==> src/rtl/cprc_pkg.sv <==
package cprc_pkg;
   // One-hot bit positions of the run state
   localparam int ST_W     = 4;
   localparam int ST_EXEC  = 0;
   localparam int ST_DEBUG = 1;
   localparam int ST_STOP  = 2;
   localparam int ST_WAIT  = 3;

   localparam logic [ST_W-1:0] ST_RESET = 4'b0001;

   typedef enum logic [1:0] {
      MODE_NORMAL   = 2'b00,
      MODE_EXCEPT   = 2'b01,
      MODE_PROT     = 2'b10,
      MODE_PROT_ALT = 2'b11
   } exec_mode_e;

   typedef enum logic [1:0] {
      CAUSE_JTAG  = 2'd0,
      CAUSE_PIN   = 2'd1,
      CAUSE_EMU   = 2'd2,
      CAUSE_INSTR = 2'd3
   } dbg_cause_e;

   function automatic logic mode_is_protected(input logic [1:0] m);
      return m[1];
   endfunction
endpackage

==> src/rtl/cprc_ext_sync.sv <==
module cprc_ext_sync #(
   parameter int STAGES = 2
) (
   input  logic clk,
   input  logic rst_n,
   input  logic d_i,
   output logic q_o
);
   if (STAGES < 0 || STAGES > 4) begin : g_bad_stages
      $error("cprc_ext_sync: STAGES must be 0..4");
   end

   if (STAGES == 0) begin : g_pass
      assign q_o = d_i;
   end else begin : g_chain
      logic [STAGES-1:0] sync_q;
      if (STAGES == 1) begin : g_one
         always_ff @(posedge clk or negedge rst_n) begin
            if (!rst_n) sync_q <= '0;
            else        sync_q <= d_i;
         end
      end else begin : g_many
         always_ff @(posedge clk or negedge rst_n) begin
            if (!rst_n) sync_q <= '0;
            else        sync_q <= {sync_q[STAGES-2:0], d_i};
         end
      end
      assign q_o = sync_q[STAGES-1];
   end
endmodule

==> src/rtl/cprc_cfg_reg.sv <==
module cprc_cfg_reg (
   input  logic clk,
   input  logic rst_n,
   input  logic wr_i,
   input  logic pin_out_i,
   input  logic policy_exc_i,
   output logic pin_out_o,
   output logic policy_exc_o
);
   // Pin defaults to input, wake policy defaults to Debug
   always_ff @(posedge clk or negedge rst_n) begin
      if (!rst_n) begin
         pin_out_o    <= 1'b0;
         policy_exc_o <= 1'b0;
      end else if (wr_i) begin
         pin_out_o    <= pin_out_i;
         policy_exc_o <= policy_exc_i;
      end
   end
endmodule

==> src/rtl/cprc_trig_arb.sv <==
module cprc_trig_arb
   import cprc_pkg::*;
#(
   parameter int N_EMU_SRC = 2
) (
   input  logic                 jtag_req_i,
   input  logic                 pin_evt_i,
   input  logic [N_EMU_SRC-1:0] emu_evt_i,
   input  logic                 instr_dbg_i,
   output logic                 hit_o,
   output logic [1:0]           cause_o
);
   logic emu_any;
   assign emu_any = |emu_evt_i;
   assign hit_o   = jtag_req_i | pin_evt_i | emu_any | instr_dbg_i;

   // Fixed priority: host, pin, emulation, instruction
   always_comb begin
      if (jtag_req_i)     cause_o = CAUSE_JTAG;
      else if (pin_evt_i) cause_o = CAUSE_PIN;
      else if (emu_any)   cause_o = CAUSE_EMU;
      else                cause_o = CAUSE_INSTR;
   end
endmodule

==> src/rtl/cprc_state_fsm.sv <==
module cprc_state_fsm
   import cprc_pkg::*;
(
   input  logic            clk,
   input  logic            rst_n,
   input  logic            dbg_hit_i,
   input  logic [1:0]      dbg_cause_i,
   input  logic            jtag_req_i,
   input  logic            pin_evt_i,
   input  logic            stop_i,
   input  logic            wait_i,
   input  logic            exit_i,
   input  logic            mode_wr_i,
   input  logic [1:0]      mode_val_i,
   input  logic            policy_exc_i,
   output logic [ST_W-1:0] state_o,
   output logic [1:0]      mode_o,
   output logic [1:0]      cause_o,
   output logic            exc_req_o
);
   logic [ST_W-1:0] state_n;
   logic [1:0]      mode_n;
   logic [1:0]      cause_n;
   logic            exc_n;
   logic            lp_allowed;
   logic            wake;

   assign lp_allowed = !mode_is_protected(mode_o);
   assign wake       = jtag_req_i | pin_evt_i;

   always_comb begin
      state_n = state_o;
      mode_n  = mode_o;
      cause_n = cause_o;
      exc_n   = 1'b0;
      case (1'b1)
         state_o[ST_EXEC]: begin
            if (dbg_hit_i) begin
               state_n = 4'b0010;
               cause_n = dbg_cause_i;
            end else if (lp_allowed && stop_i) begin
               state_n = 4'b0100;
            end else if (lp_allowed && wait_i) begin
               state_n = 4'b1000;
            end else if (mode_wr_i) begin
               mode_n = mode_val_i;
            end
         end
         state_o[ST_DEBUG]: begin
            if (exit_i) begin
               state_n = 4'b0001;
               mode_n  = MODE_NORMAL;
            end
         end
         state_o[ST_STOP], state_o[ST_WAIT]: begin
            if (wake) begin
               if (policy_exc_i) begin
                  state_n = 4'b0001;
                  exc_n   = 1'b1;
               end else begin
                  state_n = 4'b0010;
                  cause_n = jtag_req_i ? CAUSE_JTAG : CAUSE_PIN;
               end
            end
         end
         default: state_n = ST_RESET;
      endcase
   end

   always_ff @(posedge clk or negedge rst_n) begin
      if (!rst_n) begin
         state_o   <= ST_RESET;
         mode_o    <= MODE_NORMAL;
         cause_o   <= CAUSE_JTAG;
         exc_req_o <= 1'b0;
      end else begin
         state_o   <= state_n;
         mode_o    <= mode_n;
         cause_o   <= cause_n;
         exc_req_o <= exc_n;
      end
   end
endmodule

==> src/rtl/core_run_ctrl.sv <==
module core_run_ctrl
   import cprc_pkg::*;
#(
   parameter int N_EMU_SRC       = 2,
   parameter int EXT_SYNC_STAGES = 2
) (
   input  logic                 clk,
   input  logic                 rst_n,
   input  logic                 instr_stop_i,
   input  logic                 instr_wait_i,
   input  logic                 instr_debug_i,
   input  logic                 instr_debugev_i,
   input  logic                 instr_dbg_en_i,
   input  logic                 jtag_dbg_req_i,
   input  logic                 jtag_dbg_exit_i,
   input  logic                 ext_evt_i,
   input  logic [N_EMU_SRC-1:0] emu_evt_i,
   input  logic                 cfg_wr_i,
   input  logic                 cfg_pin_out_i,
   input  logic                 cfg_policy_exc_i,
   input  logic                 mode_wr_i,
   input  logic [1:0]           mode_val_i,
   output logic [3:0]           state_oh_o,
   output logic [1:0]           exec_mode_o,
   output logic [1:0]           dbg_cause_o,
   output logic                 core_clk_en_o,
   output logic                 dbg_exc_req_o,
   output logic                 dbg_ack_o
);
   if (N_EMU_SRC < 1 || N_EMU_SRC > 32) begin : g_bad_emu
      $error("core_run_ctrl: N_EMU_SRC must be 1..32");
   end

   logic pin_sync;
   logic pin_out;
   logic policy_exc;
   logic pin_evt;
   logic instr_dbg;
   logic dbg_hit;
   logic [1:0] dbg_cause;
   logic [ST_W-1:0] state;

   cprc_ext_sync #(.STAGES(EXT_SYNC_STAGES)) u_sync (
      .clk(clk), .rst_n(rst_n), .d_i(ext_evt_i), .q_o(pin_sync)
   );

   cprc_cfg_reg u_cfg (
      .clk(clk), .rst_n(rst_n), .wr_i(cfg_wr_i),
      .pin_out_i(cfg_pin_out_i), .policy_exc_i(cfg_policy_exc_i),
      .pin_out_o(pin_out), .policy_exc_o(policy_exc)
   );

   // The pin counts as an event only while it is an input
   assign pin_evt   = pin_sync & ~pin_out;
   assign instr_dbg = (instr_debug_i | instr_debugev_i) & instr_dbg_en_i;

   cprc_trig_arb #(.N_EMU_SRC(N_EMU_SRC)) u_arb (
      .jtag_req_i(jtag_dbg_req_i), .pin_evt_i(pin_evt),
      .emu_evt_i(emu_evt_i), .instr_dbg_i(instr_dbg),
      .hit_o(dbg_hit), .cause_o(dbg_cause)
   );

   cprc_state_fsm u_fsm (
      .clk(clk), .rst_n(rst_n),
      .dbg_hit_i(dbg_hit), .dbg_cause_i(dbg_cause),
      .jtag_req_i(jtag_dbg_req_i), .pin_evt_i(pin_evt),
      .stop_i(instr_stop_i), .wait_i(instr_wait_i),
      .exit_i(jtag_dbg_exit_i),
      .mode_wr_i(mode_wr_i), .mode_val_i(mode_val_i),
      .policy_exc_i(policy_exc),
      .state_o(state), .mode_o(exec_mode_o),
      .cause_o(dbg_cause_o), .exc_req_o(dbg_exc_req_o)
   );

   assign state_oh_o    = state;
   assign core_clk_en_o = state[ST_EXEC] | state[ST_DEBUG];
   assign dbg_ack_o     = state[ST_DEBUG];
endmodule

==> config.mk <==
export PLATFORM = sky130hd
export DESIGN_NAME = core_run_ctrl
export DESIGN_NICKNAME = d
export VERILOG_FILES = /design/src/rtl/cprc_pkg.sv /design/src/rtl/cprc_ext_sync.sv /design/src/rtl/cprc_cfg_reg.sv /design/src/rtl/cprc_trig_arb.sv /design/src/rtl/cprc_state_fsm.sv /design/src/rtl/core_run_ctrl.sv
export SDC_FILE = /design/constraint.sdc
export NUM_CORES = 1
export LEC_CHECK = 0
export BUFFER_PORTS_ARGS = -buffer_cell sky130_fd_sc_hd__buf_2
export CORE_MARGIN = 1
export CORE_UTILIZATION = 35
export CTS_CLUSTER_SIZE = 28
export DETAILED_ROUTE_END_ITERATION = 10
export SETUP_SLACK_MARGIN = 0.05
export SKIP_CTS_REPAIR_TIMING = 1
export SYNTH_ARGS = -nofsm -noshare
export SYNTH_HDL_FRONTEND = slang
export SYNTH_HIERARCHICAL = 1
export SYNTH_SLANG_ARGS = --single-unit
==> constraint.sdc <==
create_clock -name clk -period 2.66 [get_ports clk]
set_input_delay 0.133 -clock clk [delete_from_list [all_inputs] [get_ports clk]]
set_output_delay 0.133 -clock clk [all_outputs]
set_load 0.005 [all_outputs]
# After elaboration in Yosys (flattened, before gate mapping)
# Index checks and enable logic that the tools add are counted.
# totals
romBits	0
output_inout_bits	11
latchBits	0
reg_bits	13
ramBits	0
memories	0
elab_cells	70
# classes
mux	31
n_bitwise	8
reduce_logical	12
n_div	0
addsub	0
order_cmp	0
shift	0
eq_ne	10
n_mul	0
# ops
operator	n
$mux 2	16
$mux 4	8
$ne 2x2->1 const B	6
$reduce_bool 2->1	4
$mux 1	7
$reduce_and 6->1	1
$or 1x1->1	5
$reduce_and 5->1	1
$ne 4x1->1 const B	1
$ne 4x4->1 const B	1
$reduce_or 2->1	2
$ne 3x3->1 const B	1
$reduce_and 3->1	1
$and 1x1->1	2
$logic_and 1x1->1	2
$ne 2x1->1 const B	1
$logic_not 1->1	1
$not 1->1	1

# Logic depth before layout (Yosys ltp)
# Gate-level depths: netlist of run 1.
# depth
word_depth	7
mapped_depth	6
mapped_depth_nobuf	6

# Cells and area by module
# Netlist of run 1, hierarchy kept.
# by_module_without_submodules
module	instances	seq_area_each_um2	cells_each	area_each_um2
cprc_state_fsm	1	226.5	51	523.0
cprc_cfg_reg	1	50.0	4	72.6
cprc_ext_sync	1	50.0	2	50.0
core_run_ctrl	1	0.0	4	27.5
cprc_trig_arb	1	0.0	4	27.5

# Least setup slack after synthesis of run 1
# OpenSTA, ideal clock, no wires.
# synth_timing
path_type	register to register
from	register u_sync.g_chain.sync_q[1]
to	register u_fsm.mode_o[0]
n_path_buf	0
arrival_ps	1437
path_stages_with_launch	7
period_less_slack_ps	1562
path_slack_ps	1098
required_time_ps	2535
cell_sequence	dfrtp_1 nor2b_1 nor2_2 nand3b_1 and2b_4 nand3_1 mux2_4
# synth_via
elab_chain_cells	6
# synth_lines
element	line_no	text
start, declared	cprc_ext_sync.sv:16	logic [STAGES-1:0] sync_q;
start signal, assigned	cprc_ext_sync.sv:25	else sync_q <= {sync_q[STAGES-2:0], d_i};
$and 1x1->1	core_run_ctrl.sv:54	assign pin_evt = pin_sync & ~pin_out;
via pin_evt	core_run_ctrl.sv:37	logic pin_evt;
$or 1x1->1 (3 in a row)	cprc_trig_arb.sv:15	assign hit_o = jtag_req_i | pin_evt_i | emu_any | instr_dbg_i;
via dbg_hit	core_run_ctrl.sv:39	logic dbg_hit;
$ne 2x2->1 (no line)	-	
$reduce_and 6->1 (no line)	-	
end signal, assigned	cprc_state_fsm.sv:78	mode_o <= mode_n;
end, declared	cprc_state_fsm.sv:17	output logic [1:0] mode_o,
# The timed path passes the listed nets, and every way through them passes these cells.
# A chain may end at the register's enable or synchronous reset.

# Final worst setup path of run 1
# Same ends and word-level chain as after synthesis.

==> results of run 1 <==
## stage by stage
step	hold slack, ps	area [um2]	power [W]	instances
2_1_floorplan	-163	701	0.000422	65
3_3_place_gp	38.9	853	0.000484	116
3_5_place_dp	37.8	853	0.000489	116
4_1_cts	-271	880	0.000613	120
5_1_grt	86.9	900	0.000657	122
6_report	95.4	900	0.000610	122
## layout make-up
| class | count | area (um2) |
|---|---|---|
| Fill cell | 181 | 902 |
| Multi-Input combinational cell | 46 | 340 |
| Sequential cell | 13 | 327 |
| Timing Repair Buffer | 30 | 160 |
| Tap cell | 25 | 31.3 |
| Clock buffer | 4 | 26.3 |
| Inverter | 4 | 15.0 |
## power breakdown
group / internal (W) / total (W) / switching, W / leakage (nW)
logic: 0.000103 / 0.000186 / 0.0000829 / 0.268
registers: 0.000241 / 0.000300 / 0.0000598 / 0.163
clock network: 0.0000581 / 0.000123 / 0.0000650 / 0.0150
total: 0.000402 / 0.000610 / 0.000208 / 0.446
## metal layers
metal	up-vias	share of wire
met4	0	0.0096
li1	305	-
met5	-	0
met3	2	0.036
met2	17	0.50
met1	291	0.46
## registers in the layout (all words and copies together), names as in the netlist
name	flops
u_fsm/mode_o	2
u_cfg/pin_out_o	1
u_fsm/exc_req_o	1
u_fsm/cause_o	2
u_fsm/state_o	4
u_sync/g_chain.sync_q	2
u_cfg/policy_exc_o	1
## cell families (layout without fill, tap and decap cells)
family / Yosys count / in the layout / synth area share
AO/OA/AOI/OAI: 18 / 18 / 0.182
buffers and inverters: 6 / 38 / 0.0482
flip-flops: 13 / 13 / 0.466
multiplexers: 5 / 5 / 0.0821
AND/OR/NAND/NOR: 23 / 23 / 0.221
## worst paths after layout
check	start	to	slack [ps]	depth (start not counted)
max reg2reg	u_sync/g_chain.sync_q[1]$_DFF_PN0_	u_fsm/mode_o[0]$_DFFE_PN0P_	950	6
max	u_sync/g_chain.sync_q[1]$_DFF_PN0_	u_fsm/mode_o[0]$_DFFE_PN0P_	950	6
min reg2reg	u_sync/g_chain.sync_q[0]$_DFF_PN0_	u_sync/g_chain.sync_q[1]$_DFF_PN0_	350	0
min in group asynchronous	rst_n	u_fsm/exc_req_o$_DFF_PN0_	260	2
min	mode_val_i[0]	u_fsm/mode_o[0]$_DFFE_PN0P_	100	2
max in group asynchronous	rst_n	u_fsm/state_o[0]$_DFF_PN1_	2110	2
## cell usage after synthesis
cell,instances,area (um2)
a21oi_1,2,10.0
a31oi_1,1,6.26
a32o_1,1,10.0
and2b_4,1,10.0
and3b_1,1,8.76
and4bb_2,1,12.5
buf_4,1,7.51
buf_6,1,11.3
dfrtp_1,12,300
dfstp_2,1,26.3
inv_1,4,15.0
mux2_2,2,22.5
mux2_4,1,15.0
mux2i_1,2,20.0
nand2_1,1,3.75
nand2b_1,2,12.5
nand2b_4,1,13.8
nand3_1,3,15.0
nand3b_1,1,7.51
nand4_1,1,6.26
nor2_1,3,11.3
nor2_2,1,6.26
nor2b_1,2,12.5
nor3_1,1,5.00
nor3b_1,1,7.51
nor4_1,1,6.26
o211ai_1,1,7.51
o21a_1,1,7.51
o21ai_0,4,20.0
o21ai_1,1,5.00
o21ba_1,1,10.0
o21bai_1,2,15.0
o311a_1,1,10.0
o311ai_0,1,8.76
o31a_1,2,17.5
or2_1,1,6.26
or4b_1,1,10.0
## critical path, stage by stage, from the launching register on
cell and delay (ps):
dfrtp_1 360, nor2b_1 160, nor2_2 110, nand3b_1 200
and2b_4 340, nand3_1 100, mux2_4 310
==> flow_summary.toml, run 1 <==
[run_status]
outcome = "complete, no violations"

[clocking]
cts_buffers = 3
insertion_delay_ps = 280
cts_max_level = 1
cts_tree = "built"
numClockSinks = 13
clk_pin_slew_ps = 90
cts_root_buffer = "clkbuf_4"
clk_path_buf_depth = 2

[cells_and_area]
area_delta_synth_final_pct = 28.4
diodes = 0
drive_above_1_share = 0.402
layout_commonest_cell = "buf_2"
layout.nets = 116
final_cell_mix = "buf_2 (28), dfrtp_1 (12), inv_1 (4), o21ai_0 (4)"
post-route-util = 0.499

[place]
dp_slack_ps = 988
dp_hpwl_mm = 1.11
routabilityCongestion = 0.779
port_buffers = 28

[global_route]
grt_max_degree = 14
grt_use_met2 = 0.256
grt_pass1_vias = 558
global_route.usage.met1 = 0.179
antenna_found_initial = 0
grt_busiest_layer = "met2"
gr-total-overflow = 0
grt_use_total = 0.150
grt_use_met3 = 0.0462
grt_pass1_wl_mm = 2.27

[sta]
min_period_ps = 1710
drv_slew = 0
skew_ps = 12.9
worst_slack_ps = 952
timing.fmax_ghz = 0.585
rsz0062_at_grt = "no"
hold_viol = 0
relSlewSlack = 0.718
fin_setup_tns_ps = 0
tightest_slew_ps = 422
fin_crit_sh = 0.642
setup_viol = 0

[detailed_routing]
drc_errors = 0
drt.antenna.violating_nets = 0
firstDrtPassIters = 4
wl_per_cell_um = 12.0
drt-initial-drc-count = 9
vias = 615
wl_mm = 1.46
viasPerCell = 5.04

[critical_path]
path_max_fanout = 6
criticalPathCategory = "reg -> reg"
startpoint_type = "flop"
cp.arrival_ps = 1860
required_ps = 2820
end_kind = "flop"

[synth]
synth_nets = 83
synth.yosys.warnings = 6
syn_avg_cell_area_um2 = 10.8
synth_cell_types = 37
synth_cells = 65
syn_area_um2 = 701
ys_seq_area_frac = 0.466
yosys_register_bits = 13

[power]
cellLeakagePower_nw = 0.446
power_density_nw_per_um2 = 678
ir_worst_vdd_mv = 0.488

[floorplanning]
start_util = 0.389
dieWidth_um = 46.7
io_pins = 29
std_cell_rows = 15
core_um2 = 1800
design.die.area_um2 = 2180
die_h_um = 46.7

[flow_run]
max_cap_violations = 0

[hold_path]
min_path_type = "in -> reg"
No activity file was read; power rests on OpenSTA's default activity.
==> run 2, diff against run 1 <==
==> constraint.sdc (replaced) <==
create_clock -name clk -period 1.6 [get_ports clk]
set_input_delay 0.08 -clock clk [delete_from_list [all_inputs] [get_ports clk]]
set_output_delay 0.08 -clock clk [all_outputs]
set_load 0.005 [all_outputs]
==> flow_summary.toml, run 2 (synthesis gave the netlist of run 1 again) <==
[run_status]
outcome = "complete, no violations"

[sta]
fin_crit_sh = 0.936
relSlewSlack = 0.714
fin_setup_tns_ps = 0
timing.fmax_ghz = 0.668
skew_ps = 3.75
tightest_slew_ps = 427
min_period_ps = 1500
rsz0062_at_grt = "yes"
setup_viol = 0
hold_viol = 0
drv_slew = 0

[critical_path]
startpoint_type = "flop"
required_ps = 1760
worstPathCellList = "nor2b_4 > nor2_2 > nand3b_1 > and2b_4 > nand3_2 > mux2_4"
cp_num_buf_inv = 0
end_kind = "flop"
cp_top_family = "simple AND/OR/NAND/NOR gates"
path_max_fanout = 6
cp.arrival_ps = 1660
cpPeakStageDelay_ps = 360
criticalPathCategory = "reg -> reg"
cp_slowest_cell = "dfrtp_1"

[floorplanning]
io_pins = 29
dieWidth_um = 46.7
die_h_um = 46.7
start_util = 0.389
design.die.area_um2 = 2180
std_cell_rows = 15
core_um2 = 1800

[detailed_routing]
vias = 615
firstDrtPassIters = 4
drt-initial-drc-count = 4
drc_errors = 0
drt.antenna.violating_nets = 0
wl_per_cell_um = 11.9
viasPerCell = 4.92
wl_mm = 1.48

[clocking]
clk_pin_slew_ps = 80
numClockSinks = 13
insertion_delay_ps = 270
cts_max_level = 1
cts_buffers = 3
cts_root_buffer = "clkbuf_4"
cts_tree = "built"
clk_path_buf_depth = 2

[cells_and_area]
drive_above_1_share = 0.450
fillers = 173
largest_reg_flops = 4
diodes = 0
area_delta_synth_final_pct = 33.6
final_cell_mix = "buf_2 (28), dfrtp_1 (12), inv_1 (4), o21ai_0 (4)"
layout.nets = 119
layout_commonest_cell = "buf_2"
post-route-util = 0.519
top_register = "u_fsm/state_o"

[global_route]
grt_max_degree = 14
grt_pass1_vias = 533
grt_pass1_wl_mm = 2.30
gr-total-overflow = 0
grt_use_total = 0.155
antenna_found_initial = 0

[place]
port_buffers = 28
routabilityCongestion = 0.763
dp_hpwl_mm = 1.18

[power]
pwr-share-clk = 0.187
p_sw_frac = 0.335
p_sw_w = 0.000352
ir_worst_vdd_mv = 0.764
p_int_w = 0.000699
cellLeakagePower_nw = 0.468
p_seq_frac = 0.444
p_comb_frac = 0.368
power_density_nw_per_um2 = 1120

[hold_path]
min_path_type = "in -> reg"

[flow_run]
max_cap_violations = 0
==> run 2: through the flow <==
step	instance area, um2	std cells	total power (W)	setup WS, ps	hold WS (ps)
after floorplan	713	65	0.000705	55.8	-216
after global placement	888	119	0.000858	99.1	-15.5
after detailed placement	888	119	0.000859	77.2	-16.8
after CTS	916	123	0.00107	61.9	-328
after global routing	936	125	0.00113	27.9	18.9
final	936	125	0.00105	102	34.1
==> run 2: worst reg2reg max path, cell delays in order (launching register included) <==
cell	delay, ps
dfrtp_1	360
nor2b_4	130
nor2_2	90
nand3b_1	120
and2b_4	300
nand3_2	70
mux2_4	310
==> run 2: path summary, 6_finish.rpt <==
| kind | start | end | slack [ps] | cells after the start |
|---|---|---|---|---|
| min reg2reg | u_sync/g_chain.sync_q[0]$_DFF_PN0_ | u_sync/g_chain.sync_q[1]$_DFF_PN0_ | 350 | 0 |
| min | cfg_policy_exc_i | u_cfg/policy_exc_o$_DFFE_PN0P_ | 30 | 2 |
| max in group asynchronous | rst_n | u_fsm/state_o[0]$_DFF_PN1_ | 1110 | 2 |
| min in group asynchronous | rst_n | u_fsm/cause_o[0]$_DFFE_PN0P_ | 210 | 2 |
| max reg2reg | u_sync/g_chain.sync_q[1]$_DFF_PN0_ | u_fsm/mode_o[0]$_DFFE_PN0P_ | 100 | 6 |
| max | u_sync/g_chain.sync_q[1]$_DFF_PN0_ | u_fsm/mode_o[0]$_DFFE_PN0P_ | 100 | 6 |
==> run 2: area by class of cell <==
| type | count | area [um2] | area share |
|---|---|---|---|
| timing repair buffer | 33 | 183 | 0.195 |
| inverter | 4 | 15.0 | 0.0160 |
| sequential | 13 | 327 | 0.349 |
| tap | 25 | 31.3 | 0.0334 |
| clock inverter | 1 | 5.00 | 0.00535 |
| clock buffer | 3 | 22.5 | 0.0241 |
| multi-input combinational | 46 | 353 | 0.377 |
==> run 2: routing by layer <==
| metal | share of wire | vias to the layer above | GRT usage | routed length [um] |
|---|---|---|---|---|
| met2 | 0.49 | 13 | 0.256 | 730 |
| li1 | - | 311 | - | - |
| met1 | 0.47 | 289 | 0.188 | 692 |
| met5 | 0 | - | 0 | 0 |
| met3 | 0.032 | 2 | 0.0577 | 47 |
| met4 | 0.0088 | 0 | 0.0514 | 13 |
==> run 2: power groups by stage <==
stage / sequential, W / combinational, W / clock (W)
after floorplan: 0.000464 / 0.000241 / 0
after global placement: 0.000474 / 0.000384 / 0
after detailed placement: 0.000473 / 0.000386 / 0
after CTS: 0.000468 / 0.000387 / 0.000212
after global routing: 0.000480 / 0.000425 / 0.000224
final: 0.000467 / 0.000387 / 0.000197
